--- src/rtl/uart_wb_pkg.sv ---
package uart_wb_pkg;
  typedef enum logic [1:0] {
    REG_DATA = 2'd0,
    REG_IE   = 2'd1,
    REG_STAT = 2'd2,
    REG_DIV  = 2'd3
  } reg_addr_e;

  localparam int IRQ_TXE = 0;
  localparam int IRQ_RXF = 1;
  localparam int IRQ_PAR = 2;
  localparam int IRQ_OVF = 3;
  localparam int NUM_IRQ = 4;
endpackage

--- src/rtl/uart_byte_fifo.sv ---
module uart_byte_fifo #(
  parameter int DW    = 8,
  parameter int DEPTH = 16,
  localparam int AW   = $clog2(DEPTH),
  localparam int CW   = $clog2(DEPTH + 1)
) (
  input  logic          clk_i,
  input  logic          rst_ni,
  input  logic          push_i,
  input  logic [DW-1:0] wdata_i,
  input  logic          pop_i,
  output logic [DW-1:0] rdata_o,
  output logic          empty_o,
  output logic          full_o,
  output logic [CW-1:0] count_o
);
  logic [DW-1:0] mem_q [DEPTH];
  logic [AW-1:0] wr_ptr_q, rd_ptr_q;
  logic [CW-1:0] cnt_q;
  logic          do_push, do_pop;

  assign empty_o = (cnt_q == '0);
  assign full_o  = (cnt_q == CW'(DEPTH));
  assign count_o = cnt_q;
  assign rdata_o = mem_q[rd_ptr_q];
  assign do_push = push_i & ~full_o;
  assign do_pop  = pop_i & ~empty_o;

  function automatic logic [AW-1:0] ptr_next(input logic [AW-1:0] p);
    return (p == AW'(DEPTH - 1)) ? '0 : p + 1'b1;
  endfunction

  always_ff @(posedge clk_i) begin
    if (do_push) mem_q[wr_ptr_q] <= wdata_i;
  end

  always_ff @(posedge clk_i or negedge rst_ni) begin
    if (!rst_ni) begin
      wr_ptr_q <= '0;
      rd_ptr_q <= '0;
      cnt_q    <= '0;
    end else begin
      if (do_push) wr_ptr_q <= ptr_next(wr_ptr_q);
      if (do_pop)  rd_ptr_q <= ptr_next(rd_ptr_q);
      case ({do_push, do_pop})
        2'b10:   cnt_q <= cnt_q + 1'b1;
        2'b01:   cnt_q <= cnt_q - 1'b1;
        default: cnt_q <= cnt_q;
      endcase
    end
  end
endmodule

--- src/rtl/uart_tick_gen.sv ---
module uart_tick_gen #(
  parameter int DIV_W = 8
) (
  input  logic             clk_i,
  input  logic             rst_ni,
  input  logic [DIV_W-1:0] div_i,
  output logic             tick_o
);
  logic [DIV_W-1:0] cnt_q;

  assign tick_o = (cnt_q == '0);

  always_ff @(posedge clk_i or negedge rst_ni) begin
    if (!rst_ni)     cnt_q <= '0;
    else if (tick_o) cnt_q <= div_i;
    else             cnt_q <= cnt_q - 1'b1;
  end
endmodule

--- src/rtl/uart_wb_regs.sv ---
module uart_wb_regs
  import uart_wb_pkg::*;
#(
  parameter int FIFO_DEPTH = 16,
  parameter int DIV_W      = 8,
  parameter int DIV_INIT   = 15,
  localparam int DW        = 8,
  localparam int CW        = $clog2(FIFO_DEPTH + 1)
) (
  input  logic          clk_i,
  input  logic          rst_ni,
  input  logic          wb_cyc_i,
  input  logic          wb_stb_i,
  input  logic          wb_we_i,
  input  logic [1:0]    wb_adr_i,
  input  logic [DW-1:0] wb_dat_i,
  output logic [DW-1:0] wb_dat_o,
  output logic          wb_ack_o,
  output logic [DW-1:0] tx_data_o,
  output logic          tx_valid_o,
  input  logic          tx_ready_i,
  input  logic [DW-1:0] rx_data_i,
  input  logic          rx_valid_i,
  input  logic          rx_parity_err_i,
  output logic          tick_o,
  output logic          irq_o
);
  logic               ack_q;
  logic [DW-1:0]      dat_q;
  logic [NUM_IRQ-1:0] ie_q;
  logic [DIV_W-1:0]   div_q;
  logic               par_q, ovf_q;
  logic               req, wr, rd, stat_rd;
  logic               tx_push, tx_empty, tx_full;
  logic               rx_push, rx_pop, rx_empty, rx_full, rx_good;
  logic [DW-1:0]      rx_head;
  logic [CW-1:0]      tx_count, rx_count;
  logic [NUM_IRQ-1:0] cond;
  logic [DW-1:0]      status;

  assign req     = wb_cyc_i & wb_stb_i & ~ack_q;
  assign wr      = req & wb_we_i;
  assign rd      = req & ~wb_we_i;
  assign stat_rd = rd & (wb_adr_i == REG_STAT);
  assign tx_push = wr & (wb_adr_i == REG_DATA);
  assign rx_pop  = rd & (wb_adr_i == REG_DATA);
  assign rx_good = rx_valid_i & ~rx_parity_err_i;
  assign rx_push = rx_good & ~rx_full;

  uart_byte_fifo #(.DW(DW), .DEPTH(FIFO_DEPTH)) u_tx_fifo (
    .clk_i, .rst_ni,
    .push_i(tx_push), .wdata_i(wb_dat_i),
    .pop_i(tx_valid_o & tx_ready_i), .rdata_o(tx_data_o),
    .empty_o(tx_empty), .full_o(tx_full), .count_o(tx_count)
  );

  uart_byte_fifo #(.DW(DW), .DEPTH(FIFO_DEPTH)) u_rx_fifo (
    .clk_i, .rst_ni,
    .push_i(rx_push), .wdata_i(rx_data_i),
    .pop_i(rx_pop), .rdata_o(rx_head),
    .empty_o(rx_empty), .full_o(rx_full), .count_o(rx_count)
  );

  uart_tick_gen #(.DIV_W(DIV_W)) u_tick (
    .clk_i, .rst_ni, .div_i(div_q), .tick_o
  );

  assign tx_valid_o = ~tx_empty;

  assign cond[IRQ_TXE] = tx_empty;
  assign cond[IRQ_RXF] = rx_full;
  assign cond[IRQ_PAR] = par_q;
  assign cond[IRQ_OVF] = ovf_q;
  assign irq_o         = |(cond & ie_q);

  assign status = {2'b00, rx_empty, tx_full, ovf_q, par_q, rx_full, tx_empty};

  always_ff @(posedge clk_i or negedge rst_ni) begin
    if (!rst_ni) begin
      ack_q <= 1'b0;
      dat_q <= '0;
      ie_q  <= '0;
      div_q <= DIV_W'(DIV_INIT);
      par_q <= 1'b0;
      ovf_q <= 1'b0;
    end else begin
      ack_q <= req;
      // a flag raised in the same cycle as a status read survives the clear
      par_q <= (par_q & ~stat_rd) | (rx_valid_i & rx_parity_err_i);
      ovf_q <= (ovf_q & ~stat_rd) | (rx_good & rx_full);
      if (wr && wb_adr_i == REG_IE)  ie_q  <= wb_dat_i[NUM_IRQ-1:0];
      if (wr && wb_adr_i == REG_DIV) div_q <= wb_dat_i[DIV_W-1:0];
      if (rd) begin
        case (wb_adr_i)
          REG_DATA: dat_q <= rx_empty ? '0 : rx_head;
          REG_IE:   dat_q <= DW'(ie_q);
          REG_STAT: dat_q <= status;
          default:  dat_q <= DW'(div_q);
        endcase
      end
    end
  end

  assign wb_ack_o = ack_q;
  assign wb_dat_o = dat_q;
endmodule

--- config.mk ---
export PLATFORM = sky130hd
export DESIGN_NAME = uart_wb_regs
export DESIGN_NICKNAME = d
export VERILOG_FILES = /design/src/rtl/uart_wb_pkg.sv /design/src/rtl/uart_byte_fifo.sv /design/src/rtl/uart_tick_gen.sv /design/src/rtl/uart_wb_regs.sv
export SDC_FILE = /design/constraint.sdc
export NUM_CORES = 1
export LEC_CHECK = 0
export BUFFER_PORTS_ARGS = -buffer_cell sky130_fd_sc_hd__buf_2
export CORE_MARGIN = 1.5
export CORE_UTILIZATION = 40
export CTS_BUF_LIST = sky130_fd_sc_hd__clkbuf_16
export DETAILED_ROUTE_END_ITERATION = 10
export PLACE_DENSITY = 0.57
export SYNTH_ARGS = -nofsm -noshare
export SYNTH_HDL_FRONTEND = slang
export SYNTH_HIERARCHICAL = 1
export SYNTH_SLANG_ARGS = --single-unit
--- constraint.sdc ---
create_clock -name clk_i -period 3.15 [get_ports clk_i]
set_clock_uncertainty 0.1 [all_clocks]
set_input_delay 0.63 -clock clk_i [delete_from_list [all_inputs] [get_ports clk_i]]
set_output_delay 0.63 -clock clk_i [all_outputs]
set_load 0.01 [all_outputs]
==> metrics.txt <==
outcome finished, violations left; failing checks negative hold slack; # IOs 46; Vias 6941; CP endpoint kind output port; initial antenna violation count 0; fill count 2756; DRT antenna net count 0; Clock power frac 0.300; Multi-input gate area 0.00379 mm²; GRT Overall Usage 0.165; final hold violations 1; final wirelength 27.0 mm; Crit Path Max Fanout 26; Yosys Warn Count 6; Syn Inst Count 762; Setup Crit Path Kind register to output port; pin count of the biggest net entering global routing 58; Fmax 330 MHz; sequential share of the synthesized area 0.692; Mean Syn Cell Area 17.3 µm²; NetSw 3830 µW; Seq cells post-synth 313; H-tree depth 2; chip height 185 µm; number of global-route vias before repair 7197; drt first pass iters 5; CP arrival 2.30 ns; initial core utilization 0.406; Die Wd 185 µm; final net count 914; DR iter-0 viols 430; P_int 8880 µW; global-route wire length before repair 41.9 mm; RSZ-0062 raised after global routing false; Vias/cell 5.20; RePlAce Congestion 0.761; clk sinks 313; Final HPWL DP 17.9 mm; switching part of the total 0.301; Pleak 0.00539 µW; clock root buffer clkbuf_16; CTS tree done; Critical Path RT 2.42 ns; Post-synth EDFFs 256; synth unique cells 55; setup ws final 0.117 ns; clock transition at the registers of the reported paths 0.06 ns; Hold WC Path Type primary input to asynchronous set/reset pin; Area Growth Syn to Fin 16.5%; # diodes 0; residual overflow from global routing 0; Area after DPL 0.0142 mm²; most frequent cells in the layout edfxtp_1, buf_4, mux4_2, mux2i_1, dfrtp_1; Final Cell Area 0.0154 mm²; Slew Limit Headroom 0.573; post-route clock period utilization 0.963; Port Buffer Count 45; fin cells 1334; sequential power share 0.423; dpl ws 0.0365 ns; max capacitance violation total 0; Final Slew Violations 0; # setup viols final 0; Final min period 3.03 ns; FP Rows 66; pwr dens 828 mW/mm²; placed insts 1265; FFs w/ async S/R, synth 0.182; Sum Neg Setup Slack 0 ns; die area 0.0340 mm²; worst-margin pin slew 0.638 ns; Inserted Clock Buffers 35; most common cell after layout, fill and taps aside edfxtp_1; # DRC 0; hold buffer count at cts 0; Clock Path Buffers 3; Reg area 0.00913 mm²; worst hold margin -0.00126 ns; peak supply drop 0.540 mV; layout cells sized above 1 0.279; CORE AREA 0.0325 mm²; syn nets 810; synthesized area 0.0132 mm²; Primary FF master, synth edfxtp_1; worst skew pair latency 0.52 ns; Wirelength per Cell 20.2 µm; combinational share of power 0.277; CP Launch Type register
-- power by group through the flow --
stage	Sequential [µW]	Combinational, µW	Clock, µW
2_1_floorplan	5200	2630	0
3_3_place_gp	5470	3440	0
3_5_place_dp	5470	3470	0
4_1_cts	5400	3490	3910
5_1_grt	5440	3850	4090
6_report	5370	3520	3820
-- synthesized netlist by cell type (3+ instances only) --
cell type,instances,share of area
a21o_1,4,0.0023
a21oi_1,10,0.0038
a22o_1,3,0.0020
a22oi_1,18,0.010
a31oi_1,8,0.0038
a32oi_1,16,0.011
and2_1,5,0.0024
buf_1,6,0.0017
buf_2,9,0.0034
buf_4,5,0.0028
buf_6,7,0.0060
clkbuf_1,9,0.0026
dfrtp_1,53,0.10
dfstp_2,4,0.0080
edfxtp_1,256,0.58
ha_1,20,0.019
inv_1,13,0.0037
mux2_2,13,0.011
mux2_4,8,0.0091
mux2i_1,50,0.038
mux4_2,52,0.089
nand2_1,33,0.0094
nand2b_1,5,0.0024
nand3_1,7,0.0027
nor2_1,35,0.010
nor2b_1,9,0.0043
nor3_1,13,0.0049
nor3b_1,3,0.0017
nor4_1,3,0.0014
o211ai_1,3,0.0017
o21ai_0,25,0.0095
o21ai_1,12,0.0046
xnor2_1,13,0.0086
-- cell type report --
cell class	count	area share
clock inverter	27	0.0118
timing repair buffer	105	0.0481
clock buffer	36	0.0587
tap	442	0.0360
multi-input combinational	397	0.247
inverter	14	0.00342
sequential	313	0.595
-- worst paths after layout --
kind	endpoint	slack, ns	start	depth (start not counted)
worst min-delay path	u_rx_fifo/wr_ptr_q[0]	-0.001	rst_ni	2
min in group clk_i	par_q	0.28	rx_parity_err_i	2
worst min register to register	wb_ack_o	0.40	wb_ack_o	1
worst max-delay path	tx_data_o[5]	0.12	u_tx_fifo/rd_ptr_q[1]	6
max in group asynchronous	div_q[2]	2.61	rst_ni	2
worst max register to register	u_tx_fifo/count_o[4]	0.20	u_tx_fifo/count_o[1]	10
-- metrics by stage --
stage | hold WS (ns) | utilization | power [µW]
floorplan | 0.234 | - | 7830
global placement | 0.366 | 0.438 | 8910
detailed placement | 0.378 | 0.438 | 8940
CTS | 0.0201 | 0.471 | 12800
global route | 0.0221 | 0.473 | 13400
finish | -0.00126 | 0.473 | 12700
-- flip-flops by register name (all words and copies together), names as in the netlist, 5 cells and up --
register           cells
div_q                  8
u_tick/cnt_q           8
u_rx_fifo/mem_q      128
u_tx_fifo/count_o      5
u_rx_fifo/count_o      5
u_tx_fifo/mem_q      128
wb_dat_o               8
-- worst max-delay path: stages (launching register included) --
cell and delay, ns:
dfrtp_4 0.62, buf_12 0.23, mux2i_1 0.14, a22oi_1 0.33, mux2i_1 0.14, o21ai_1 0.16
buf_2 0.15
-- cell families after synthesis --
logic type | Yosys count | synth area share
muxes | 124 | 0.148
and+or+nand+nor | 127 | 0.0511
AOI/OAI and AO/OA | 109 | 0.0558
adders and majority gates | 22 | 0.0220
xor gates and xnor gates | 15 | 0.00997
DFF | 313 | 0.692
buffers and inverters | 52 | 0.0213
-- metal layers --
metal | vias to the layer above | track usage | part of all wire
met2 | 117 | 0.293 | 0.52
met1 | 3560 | 0.210 | 0.43
li1 | 3220 | - | -
met5 | - | 0 | 0
met4 | 0 | 0.0469 | 0.019
met3 | 44 | 0.0237 | 0.032
-- timing repair --
action | CTS | global route
setup endpoints to repair | 8 | 7
gates cloned | 0 | 0
setup buffers | 0 | 6
gates resized for setup | 3 | 4
Power figures use the tool's default switching activity.
